--- src/rtl/ptl_pkg.sv ---
package ptl_pkg;
  localparam int EXTRA_SRCS = 3;

  function automatic int desat_bit(input int nph);
    return nph;
  endfunction

  function automatic int therm_bit(input int nph);
    return nph + 1;
  endfunction

  function automatic int ctl_bit(input int nph);
    return nph + 2;
  endfunction
endpackage

--- src/rtl/ptl_sync_filter.sv ---
module ptl_sync_filter #(
  parameter int SYNC_STAGES  = 2,
  parameter int AGREE_CYCLES = 2
) (
  input  logic clk,
  input  logic rst_n,
  input  logic async_i,
  output logic ok_o
);
  localparam int TOP = SYNC_STAGES - 1;

  logic [SYNC_STAGES-1:0] sync_q;

  always_ff @(posedge clk or negedge rst_n) begin
    if (!rst_n) sync_q <= '0;
    else        sync_q <= {sync_q[SYNC_STAGES-2:0], async_i};
  end

  generate
    if (AGREE_CYCLES > 1) begin : g_agree
      logic [AGREE_CYCLES-2:0] hist_q;
      logic [AGREE_CYCLES-1:0] win;
      assign win = {hist_q, sync_q[TOP]};

      always_ff @(posedge clk or negedge rst_n) begin
        if (!rst_n) hist_q <= '0;
        else        hist_q <= win[AGREE_CYCLES-2:0];
      end

      assign ok_o = &win;


      filt_agree_chk: assert property (@(posedge clk) disable iff (!rst_n)
        $rose(ok_o) |-> $past(sync_q[TOP]));
    end else begin : g_direct
      assign ok_o = sync_q[TOP];
    end
  endgenerate
endmodule

--- src/rtl/ptl_latch_core.sv ---
module ptl_latch_core #(
  parameter int HW_SRCS = 5,
  localparam int CAUSE_W = HW_SRCS + 1
) (
  input  logic               clk,
  input  logic               rst_n,
  input  logic [HW_SRCS-1:0] hw_src_i,
  input  logic               sw_set_i,
  input  logic               sw_hold_i,
  input  logic               sw_reset_i,
  output logic               latch_o,
  output logic [CAUSE_W-1:0] cause_o,
  output logic               irq_o
);
  logic               latch_q, latch_d;
  logic [CAUSE_W-1:0] cause_q, cause_d;
  logic               irq_q;
  logic [CAUSE_W-1:0] src_vec;
  logic               any_set;

  assign src_vec = {sw_set_i | sw_hold_i, hw_src_i};
  assign any_set = |src_vec;

  always_comb begin
    latch_d = latch_q;
    cause_d = cause_q;
    if (any_set) begin
      latch_d = 1'b1;
      cause_d = cause_q | src_vec;
    end else if (sw_reset_i) begin
      latch_d = 1'b0;
      cause_d = '0;
    end
  end

  always_ff @(posedge clk or negedge rst_n) begin
    if (!rst_n) begin
      latch_q <= 1'b1;
      cause_q <= '0;
      irq_q   <= 1'b0;
    end else begin
      latch_q <= latch_d;
      cause_q <= cause_d;
      irq_q   <= latch_d & ~latch_q;
    end
  end

  assign latch_o = latch_q;
  assign cause_o = cause_q;
  assign irq_o   = irq_q;


  clear_by_ctl_chk: assert property (@(posedge clk) disable iff (!rst_n)
    $fell(latch_q) |-> $past(sw_reset_i));


  hold_keeps_set_chk: assert property (@(posedge clk) disable iff (!rst_n)
    sw_hold_i |=> latch_q);


  hw_set_wins_chk: assert property (@(posedge clk) disable iff (!rst_n)
    (|hw_src_i) |=> latch_q);


  irq_edge_chk: assert property (@(posedge clk) disable iff (!rst_n)
    irq_q |-> (latch_q && !$past(latch_q)));


  cause_with_latch_chk: assert property (@(posedge clk) disable iff (!rst_n)
    !latch_q |-> (cause_q == '0));
endmodule

--- src/rtl/prot_trip_latch.sv ---
module prot_trip_latch #(
  parameter int NUM_PHASES   = 3,
  parameter int SYNC_STAGES  = 2,
  parameter int AGREE_CYCLES = 2,
  localparam int HW_SRCS = NUM_PHASES + 2,
  localparam int CAUSE_W = NUM_PHASES + ptl_pkg::EXTRA_SRCS
) (
  input  logic                  clk,
  input  logic                  rst_n,
  input  logic [NUM_PHASES-1:0] oc_flag_i,
  input  logic                  desat_flt_i,
  input  logic                  therm_flt_i,
  input  logic                  ctl_set_i,
  input  logic                  ctl_hold_i,
  input  logic                  ctl_reset_i,
  output logic                  bypass_en_o,
  output logic [CAUSE_W-1:0]    trip_cause_o,
  output logic                  trip_irq_o
);
  localparam int N_ASYNC = 2;

  logic [N_ASYNC-1:0] async_raw;
  logic [N_ASYNC-1:0] async_ok;
  logic [HW_SRCS-1:0] hw_src;

  assign async_raw = {therm_flt_i, desat_flt_i};

  generate
    for (genvar g = 0; g < N_ASYNC; g++) begin : g_async
      ptl_sync_filter #(
        .SYNC_STAGES (SYNC_STAGES),
        .AGREE_CYCLES(AGREE_CYCLES)
      ) u_filt (
        .clk    (clk),
        .rst_n  (rst_n),
        .async_i(async_raw[g]),
        .ok_o   (async_ok[g])
      );
    end
  endgenerate

  assign hw_src = {async_ok, oc_flag_i};

  ptl_latch_core #(.HW_SRCS(HW_SRCS)) u_core (
    .clk       (clk),
    .rst_n     (rst_n),
    .hw_src_i  (hw_src),
    .sw_set_i  (ctl_set_i),
    .sw_hold_i (ctl_hold_i),
    .sw_reset_i(ctl_reset_i),
    .latch_o   (bypass_en_o),
    .cause_o   (trip_cause_o),
    .irq_o     (trip_irq_o)
  );


  oc_sets_next_chk: assert property (@(posedge clk) disable iff (!rst_n)
    (|oc_flag_i) |=> (bypass_en_o && (trip_cause_o[NUM_PHASES-1:0] != '0)));


  ctl_set_cause_chk: assert property (@(posedge clk) disable iff (!rst_n)
    ctl_set_i |=> (bypass_en_o && trip_cause_o[ptl_pkg::ctl_bit(NUM_PHASES)]));


  hw_no_clear_chk: assert property (@(posedge clk) disable iff (!rst_n)
    (bypass_en_o && !ctl_reset_i) |=> bypass_en_o);
endmodule

--- config.mk ---
export PLATFORM = sky130hd
export DESIGN_NAME = prot_trip_latch
export DESIGN_NICKNAME = d
export VERILOG_FILES = /design/src/rtl/ptl_pkg.sv /design/src/rtl/ptl_sync_filter.sv /design/src/rtl/ptl_latch_core.sv /design/src/rtl/prot_trip_latch.sv
export SDC_FILE = /design/constraint.sdc
export NUM_CORES = 1
export LEC_CHECK = 0
export CAP_MARGIN = 20
export CORE_AREA = 4 4 41 43
export CTS_CLUSTER_SIZE = 10
export DETAILED_ROUTE_END_ITERATION = 6
export DIE_AREA = 0 0 45 47
export DONT_BUFFER_PORTS = 1
export PLACE_DENSITY = 0.48
export SYNTH_ARGS = -nofsm -noshare
export SYNTH_HDL_FRONTEND = slang
export SYNTH_SLANG_ARGS = --single-unit
--- constraint.sdc ---
create_clock -name clk -period 1.6 [get_ports clk]
set_input_delay 0.08 -clock clk [delete_from_list [all_inputs] [get_ports clk]]
set_output_delay 0.08 -clock clk [all_outputs]
set_load 0.05 [all_outputs]
After elaboration in Yosys (flattened, before gate mapping)

Cells that the tools add are included.
W data, S select, Z words.

Bits of input ports: 10
Register bits after elaboration: 14
Word-level logic and storage cells: 19
Output and inout bits: 8

Mux-type cells: 4
Reduce and logical (&&, ||, !) cells: 4
Bitwise gates (word level): 4

Operators with widths:

| kind               | number |
|---|---|
| $mux W6            | 2 |
| $or A6 B6 Y6       | 1 |
| $reduce_or A6 Y1   | 1 |
| $reduce_and A2 Y1  | 2 |
| $mux W1            | 2 |
| $reduce_bool A2 Y1 | 1 |
| $and A1 B1 Y1      | 1 |
| $not A1 Y1         | 1 |
| $or A1 B1 Y1       | 1 |

Longest topological paths before layout

Gate-level depths: netlist of run 1.

Depth after elaboration: 4
Depth in mapped cells: 3
Mapped depth without buffers: 3

Modules after synthesis

Synthesis of run 1 repeated with hierarchy kept, for this count alone.

Cells, all modules: 34
Area total of the unflattened synthesis: 465.4 um^2

Modules (own cells, without submodules):

| module          | instances | area an instance (um^2) | sequential area each (um^2) | cells each |
|---|---|---|---|---|
| ptl_latch_core  | 1         | 302.8                   | 201.4                       | 26 |
| ptl_sync_filter | 2         | 81.3                    | 75.1                        | 4 |

Worst setup path before layout of run 1

OpenSTA, ideal clock, no wires.

Kind: flip-flop to flip-flop
From: register g_async[0].u_filt.g_agree.hist_q
To: register u_core.cause_q[5], in the netlist u_core.cause_o[5]
Required time: 1.476 ns
Buffers on the path: 0
Arrival time: 0.972 ns
Cell stages (with the launch flop): 4
Setup time: 0.124 ns
Setup slack: 0.504 ns
Clock period less this slack: 1.096 ns
Cells stage by stage: dfrtp_1 -> a211oi_2 -> nand3_1 -> a211o_1

Cells in the longest elaborated chain, start to end: 3
Elaborated cells on any way between the ends: 4
Those cells by class: 1 x mux; 3 x reduce/logical

RTL lines:

| element                                              | RTL line              | text |
|---|---|---|
| start, declared                                      | ptl_sync_filter.sv:21 | `logic [AGREE_CYCLES-2:0] hist_q;` |
| start signal, assigned                               | ptl_sync_filter.sv:27 | `else hist_q <= win[AGREE_CYCLES-2:0];` |
| $reduce_and A2 Y1 *                                  | ptl_sync_filter.sv:30 | `assign ok_o = &win;` |
| $reduce_or A6 Y1 *                                   | ptl_latch_core.sv:22  | `assign any_set = \|src_vec;` |
| $mux W6 / $reduce_bool A2 Y1 (equally long branches) | --                    |  |
| end signal, assigned                                 | ptl_latch_core.sv:43  | `cause_q <= cause_d;` |
| end, declared                                        | ptl_latch_core.sv:16  | `logic [CAUSE_W-1:0] cause_q, cause_d;` |

Mark *: on every way between the ends. The rest lies on a longest branch, timed or not.
A chain may end at the register's enable or synchronous reset.

Worst setup path in the final report of run 1

Ends and elaborated chain as after synthesis.

==> summary.txt, run 1 <==
Status - completed
Clock sinks - 14
Setup Viol. Count Final - 0
Worst-Skew Late Latency - 0.27 ns
Area grow syn2layout - 31.8%
Vias in the first global route - 320
Dominant synthesized flop cell - dfrtp_1
Syn_nets - 44
CP max FO - 3
Worst Tran Pin Value - 0.601 ns
Post-DRT Antenna Nets - 0
Max Cap Viol - 0
Path type of the worst setup path - flop to flop
Leak - 0.247 nW
Core ar. - 1300 um^2
Cell row count - 13
Fillcell total - 127
Share of the core filled with cells - 46.3%
Post-Syn Instances - 34
Top post-synthesis cells by area - dfrtp_1 (71%), nor2_1 (8.2%), dfstp_2 (5.8%)
DRT Pass-1 Iters - 4
Fin Clk Skew - 0.00362 ns
Initial DRC count - 4
IO Count - 18
CP Buf/Inv Count - 0
Minimum clock period - 1.17 ns
Global placement routability congestion - 0.728
Relative slew slack - 59.8%
Synth cell types - 11
Inserted Diodes - 0
Area leader, netlist - dfrtp_1
IO buf count - 0
Max Slew Vio Count - 0
Synth Cell Area - 457 um^2
Number of vias in the routed layout - 300
Global Route Usage Sum - 10.2%
Setup TNS Final - 0 ns
CP max-delay cell - dfrtp_1
Count leader, synth - dfrtp_1
Post-CTS Setup Repair Bufs - 0
Post-synth top area share - 71.2%
Avg WL per Cell - 13.7 um
Arr. time, crit path - 1.33 ns
Yosys reg bits - 14
Post-synth EDFFs - 0
Chip Height - 47 um
Die Footprint - 2120 um^2
Cell family with most CP delay - compound AO/OA/AOI/OAI gates
Syn_area_per_cell - 13.4 um^2
Crit-path max cell delay - 0.40 ns
Worst-path clk slew - 0.08 ns
Power Density - 1030 nW/um^2
Average vias per placed instance - 4.76
Antenna violations before repair - 0
Critical Path Start Type - flop
Root Driver - clkbuf_4
Largest net degree at the start of global routing - 15
HP Class - primary input to flop
H-tree Lvls - 1
DR DRC count - 0
CP endpoint kind - flop
CTS tree - yes
Synthesis Warnings - 0
Final hold vios - 0
TritonCTS buffer count - 3
Fmax - 853 MHz
CP required - 1.76 ns
Die W - 45 um
Maximum clock path buffer count - 2
Initial Utilization - 35.1%
RSZ-0062 raised after global routing - no
Maximum VDD drop - 0.508 mV
Final #Nets - 59
Synth cell count leaders - dfrtp_1 (13), nor2_1 (10), a21oi_1 (3)
First-pass GRT wire length - 1400 um
Routed Wire Length - 863 um
GR Overflow Total - 0
Final Cycle Share - 73.2%
Async S/R FF share, synth - 100%
Sequential-to-total area share from yosys stat - 77.0%
Critical Path, Cell by Cell - a211oi_2 -> nand3_1 -> a211o_1
Share of layout cells above drive strength 1 - 14.6%
-- layout by cell type, fill, tap and decap left out --
| master | instances |
|---|---|
| o21ai_0 | 1 |
| a21oi_1 | 3 |
| dlygate4sd3_1 | 10 |
| a211oi_2 | 1 |
| inv_1 | 1 |
| a211o_1 | 1 |
| dfstp_2 | 1 |
| nand3_1 | 1 |
| nor2_1 | 10 |
| dfrtp_1 | 13 |
| and4_2 | 1 |
| and3_2 | 1 |
| clkbuf_1 | 1 |
| clkbuf_4 | 3 |
-- layer usage --
layer / global-route usage (%) / part of all wire [%] / vias to the layer above
li1: - / - / 143
met1: 12.3 / 37 / 134
met2: 13.8 / 45 / 21
met3: 4.21 / 17 / 2
met4: 8.77 / 0.46 / 0
met5: 0 / 0 / -
-- path summary, 6_finish.rpt --
check | start | end | slack (ns) | cells after the start
max | g_async[0].u_filt.g_agree.hist_q | u_core.cause_o[5] | 0.43 | 3
min | oc_flag_i[0] | u_core.cause_o[5] | 0.06 | 3
max reg2reg | g_async[0].u_filt.g_agree.hist_q | u_core.cause_o[5] | 0.43 | 3
min reg2reg | g_async[1].u_filt.sync_q[0] | g_async[1].u_filt.sync_q[1] | 0.35 | 0
max in group asynchronous | rst_n | u_core.cause_o[3] | 0.96 | 1
min in group asynchronous | rst_n | u_core.cause_o[5] | 0.25 | 1
-- sequential cells by signal, summed over array words and instances, names as in the netlist --
register                       cells
u_core.cause_o                     6
u_core.irq_o                       1
u_core.latch_o                     1
g_async.u_filt.sync_q              4
g_async.u_filt.g_agree.hist_q      2
-- metrics by stage --
step	area, um^2	std cells	setup WS [ns]	total power [mW]	hold WS [ns]
floorplan	457	34	0.504	0.395	-0.216
global placement	475	49	0.475	0.397	-0.215
detailed placement	475	49	0.426	0.398	-0.215
CTS	592	62	0.413	0.628	0.00946
global route	602	63	0.365	0.656	0.0489
finish	602	63	0.428	0.618	0.0574
-- power breakdown --
| part | total, mW | switching [mW] | internal [mW] |
|---|---|---|---|
| clock network | 0.202 | 0.105 | 0.0964 |
| logic | 0.0337 | 0.0137 | 0.0200 |
| registers | 0.383 | 0.0184 | 0.365 |
| total | 0.618 | 0.137 | 0.481 |
-- worst register-to-register path, stage by stage, from the launching register on --
cell and delay, ns:
dfrtp_1 0.40, a211oi_2 0.26, nand3_1 0.11, a211o_1 0.30
-- kinds of logic after synthesis --
kind of cell           share of synthesized area, %
DFF                                            77.0
and+or+nand+nor                                13.2
AOI/OAI and AO/OA                              9.04
buffers and inverters                         0.821
-- repair_timing --
item / 4_1_cts / 5_1_grt
resized for setup: 0 / 0
endpoints found under the hold margin: 21 / 1
hold buffers: 9 / 1
setup endpoints to repair: 0 / 0
-- cell type report --
| cell class | instances | area (um^2) | area share (%) |
|---|---|---|---|
| Clock buffer | 4 | 26.3 | 4.37 |
| Inverter | 1 | 3.75 | 0.624 |
| Multi-Input combinational cell | 19 | 101 | 16.8 |
| Sequential cell | 14 | 352 | 58.4 |
| Tap cell | 15 | 18.8 | 3.12 |
| Timing Repair Buffer | 10 | 100 | 16.6 |
Note: power is estimated with default switching activity, not from simulation.
==> inputs of run 2 (changes only) <==
--- a/config.mk
+++ b/config.mk
@@ -5,13 +5,14 @@
 export SDC_FILE = /design/constraint.sdc
 export NUM_CORES = 1
 export LEC_CHECK = 0
+export ABC_AREA = 1
 export CAP_MARGIN = 20
-export CORE_AREA = 4 4 41 43
+export CORE_AREA = 4 4 42 44
 export CTS_CLUSTER_SIZE = 10
 export DETAILED_ROUTE_END_ITERATION = 6
-export DIE_AREA = 0 0 45 47
+export DIE_AREA = 0 0 46 48
 export DONT_BUFFER_PORTS = 1
-export PLACE_DENSITY = 0.48
+export PLACE_DENSITY = 0.54
 export SYNTH_ARGS = -nofsm -noshare
 export SYNTH_HDL_FRONTEND = slang
 export SYNTH_SLANG_ARGS = --single-unit
==> constraint.sdc (replaced) <==
create_clock -name clk -period 0.95 [get_ports clk]
set_input_delay 0.0475 -clock clk [delete_from_list [all_inputs] [get_ports clk]]
set_output_delay 0.0475 -clock clk [all_outputs]
set_load 0.05 [all_outputs]
==> run 2 against run 1 <==
Compared with the run above: the flow now finishes with violations (negative setup slack); critical endpoint is now bypass_en_o; first-iteration DRC count shrank 50%; clock skew grew 0.00064 ns; largest power group unchanged; register-to-register slack lost 0.42 ns; clock-buffer cell count is the same; setup slack lost 0.49 ns; clock power grew 100%; combinational power grew to 2.7 times the previous value; sequential share of layout area shrank 13 points; non-clock buffer count grew 7; area after synthesis grew 18%; highest routed layer is now met3; via count grew 31%; sequential power grew 62%.
==> summary.txt, run 2 <==
Global placement routability congestion - 0.702
Leak - 0.427 nW
Yosys reg bits - 14
Status - finished, violations left
Worst Tran Pin Value - 0.609 ns
Placed instance count - 81
Routed wire length on met2 - 448 um
Avg WL per Cell - 10.2 um
Minimum clock period - 1.01 ns
Async S/R FF share, synth - 100%
Count leader, synth - nand2_1
Final #Nets - 90
Synth cell count leaders - nand2_1 (28), dfrtp_1 (13), inv_1 (7)
CP max FO - 2
Routed Wire Length - 970 um
RSZ-0062 raised after global routing - yes
WHS - 0.0153 ns
Share of the core filled with cells - 54.1%
First-pass GRT wire length - 1540 um
Commonest non-fill, non-tap cell in the layout - nand2_1
Final Cycle Share - 106%
Average vias per placed instance - 4.14
Met3 WL - 57 um
CTS tree - yes
RR Startpoint - g_async[0].u_filt.sync_q[1]
DR DRC count - 0
Power Density - 1440 nW/um^2
Chip Height - 48 um
DRT Pass-1 Iters - 2
Max Slew Vio Count - 0
DR top layer - met3
Final hold vios - 0
Syn_nets - 68
Initial DRC count - 2
Max Cap Viol - 0
CP max-delay cell - dfstp_2
Share of layout cells above drive strength 1 - 35.4%
Root Driver - clkbuf_4
Core ar. - 1440 um^2
Post-Synth XOR/XNOR Area - 0%
Sequential-to-total area share from yosys stat - 65.5%
Global Route Usage Sum - 9.79%
Post-Layout Cell Count - 95
Fillcell total - 134
Largest net degree at the start of global routing - 15
Dominant synthesized flop cell - dfrtp_1
Synthesis Warnings - 0
Synth Area in Adders - 0%
Total power - 1.12 mW
Synth Area in Compound Gates - 0%
Cell row count - 14
Finished layout cell area - 777 um^2
CP Buf/Inv Count - 1
Synth cell types - 9
Relative slew slack - 59.3%
Synth Area in Simple Gates - 28.2%
Sequential Area - 357 um^2
Setup TNS Final - -0.0590 ns
Area grow syn2layout - 44.8%
Maximum VDD drop - 0.656 mV
Reg2reg setup slack - 0.01 ns
Place WS - 0.000357 ns
IO buf count - 0
Number of vias in the routed layout - 393
Cell family with most CP delay - flip-flops
Post-synth top area share - 60.6%
Crit-path max cell delay - 0.55 ns
Die Footprint - 2210 um^2
Hold depth - 3
Setup Viol. Count Final - 1
Worst Reg-to-Reg Cells - 6
Critical Path Start Type - flop
IO Count - 18
Antenna violations before repair - 0
Synth Cell Area - 537 um^2
Fmax - 991 MHz
TritonCTS buffer count - 3
Post-Syn Instances - 58
Critical Path, Cell by Cell - buf_8
Area leader, netlist - dfrtp_1
Arr. time, crit path - 0.96 ns
Hold EP - u_core.latch_o
Syn_area_per_cell - 9.25 um^2
Post-synth EDFFs - 0
Clock sinks - 14
CP endpoint kind - output pin
GR Overflow Total - 0
Dpl hpwl - 695 um
Reg-to-Reg End - u_core.cause_o[5]
Top post-synthesis cells by area - dfrtp_1 (61%), nand2_1 (20%), dfstp_2 (4.9%)
Path type of the worst setup path - flop to output pin
Mux contribution to synthesized area - 0%
Die W - 46 um
M1 WL - 464 um
Multi-input gate area - 164 um^2
Fin Clk Skew - 0.00426 ns
Initial Utilization - 37.4%
Inserted Diodes - 0
Failing checks - negative setup slack
H-tree Lvls - 1
HP Class - primary input to flop
Vias in the first global route - 377
Commonest non-fill, non-tap cells in the layout - nand2_1 (27), dfrtp_1 (9), dlygate4sd3_1 (8)
CP required - 0.90 ns
Post-DRT Antenna Nets - 0
Worst-Skew Late Latency - 0.27 ns
Final worst setup slack - -0.0590 ns
Maximum clock path buffer count - 2
Largest family of logic cells by synthesized area - simple AND/OR/NAND/NOR gates
Min-delay src - ctl_reset_i
Worst-path clk slew - 0.08 ns
Placed Area - 621 um^2
Max reg flops - 6
[run 2: power breakdown]
part           internal [mW]  switching, mW
clock network          0.233          0.177
registers              0.612        0.00743
logic                 0.0396         0.0510
total                  0.884          0.236
[run 2: how the worst max path moves through the flow]
stage | slack, ns | cells past startpoint | from | endpoint
after floorplan | -0.01 | 3 | u_core.cause_o[2] | u_core.cause_o[2]
after global placement | 0.03 | 6 | g_async[0].u_filt.sync_q[1] | u_core.cause_o[1]
after detailed placement | 0.0004 | 6 | g_async[0].u_filt.sync_q[1] | u_core.cause_o[1]
after CTS | -0.06 | 1 | u_core.latch_o | bypass_en_o
after global routing | -0.1 | 6 | g_async[0].u_filt.sync_q[1] | u_core.cause_o[4]
final | -0.06 | 1 | u_core.latch_o | bypass_en_o
[run 2: metal layers]
layer,GRT usage [%],up-vias
li1,-,206
met1,13.5,177
met2,14.3,10
met3,2.26,0
met4,5.11,0
met5,0,-
[run 2: kinds of logic (layout without fill, tap and decap cells)]
kind of cell | count (synthesis) | in the layout
flops | 14 | 14
simple gates | 35 | 35
buf+inv | 9 | 30
[run 2: what timing repair did]
action                                  in CTS  in global routing
buffers inserted                             1                  1
hold buffers                                 8                  0
resized for setup                            2                  6
pin swaps                                    0                  1
hold endpoints to repair                    20                  0
endpoints found under the setup margin       2                 14
[run 2: layout make-up]
type	instances	area share, %
flip-flops and latches	14	45.9
repair buffers	17	21.4
multi-input cells	35	21.1
clock buffers	4	4.67
inverters	9	4.35
well taps	16	2.58
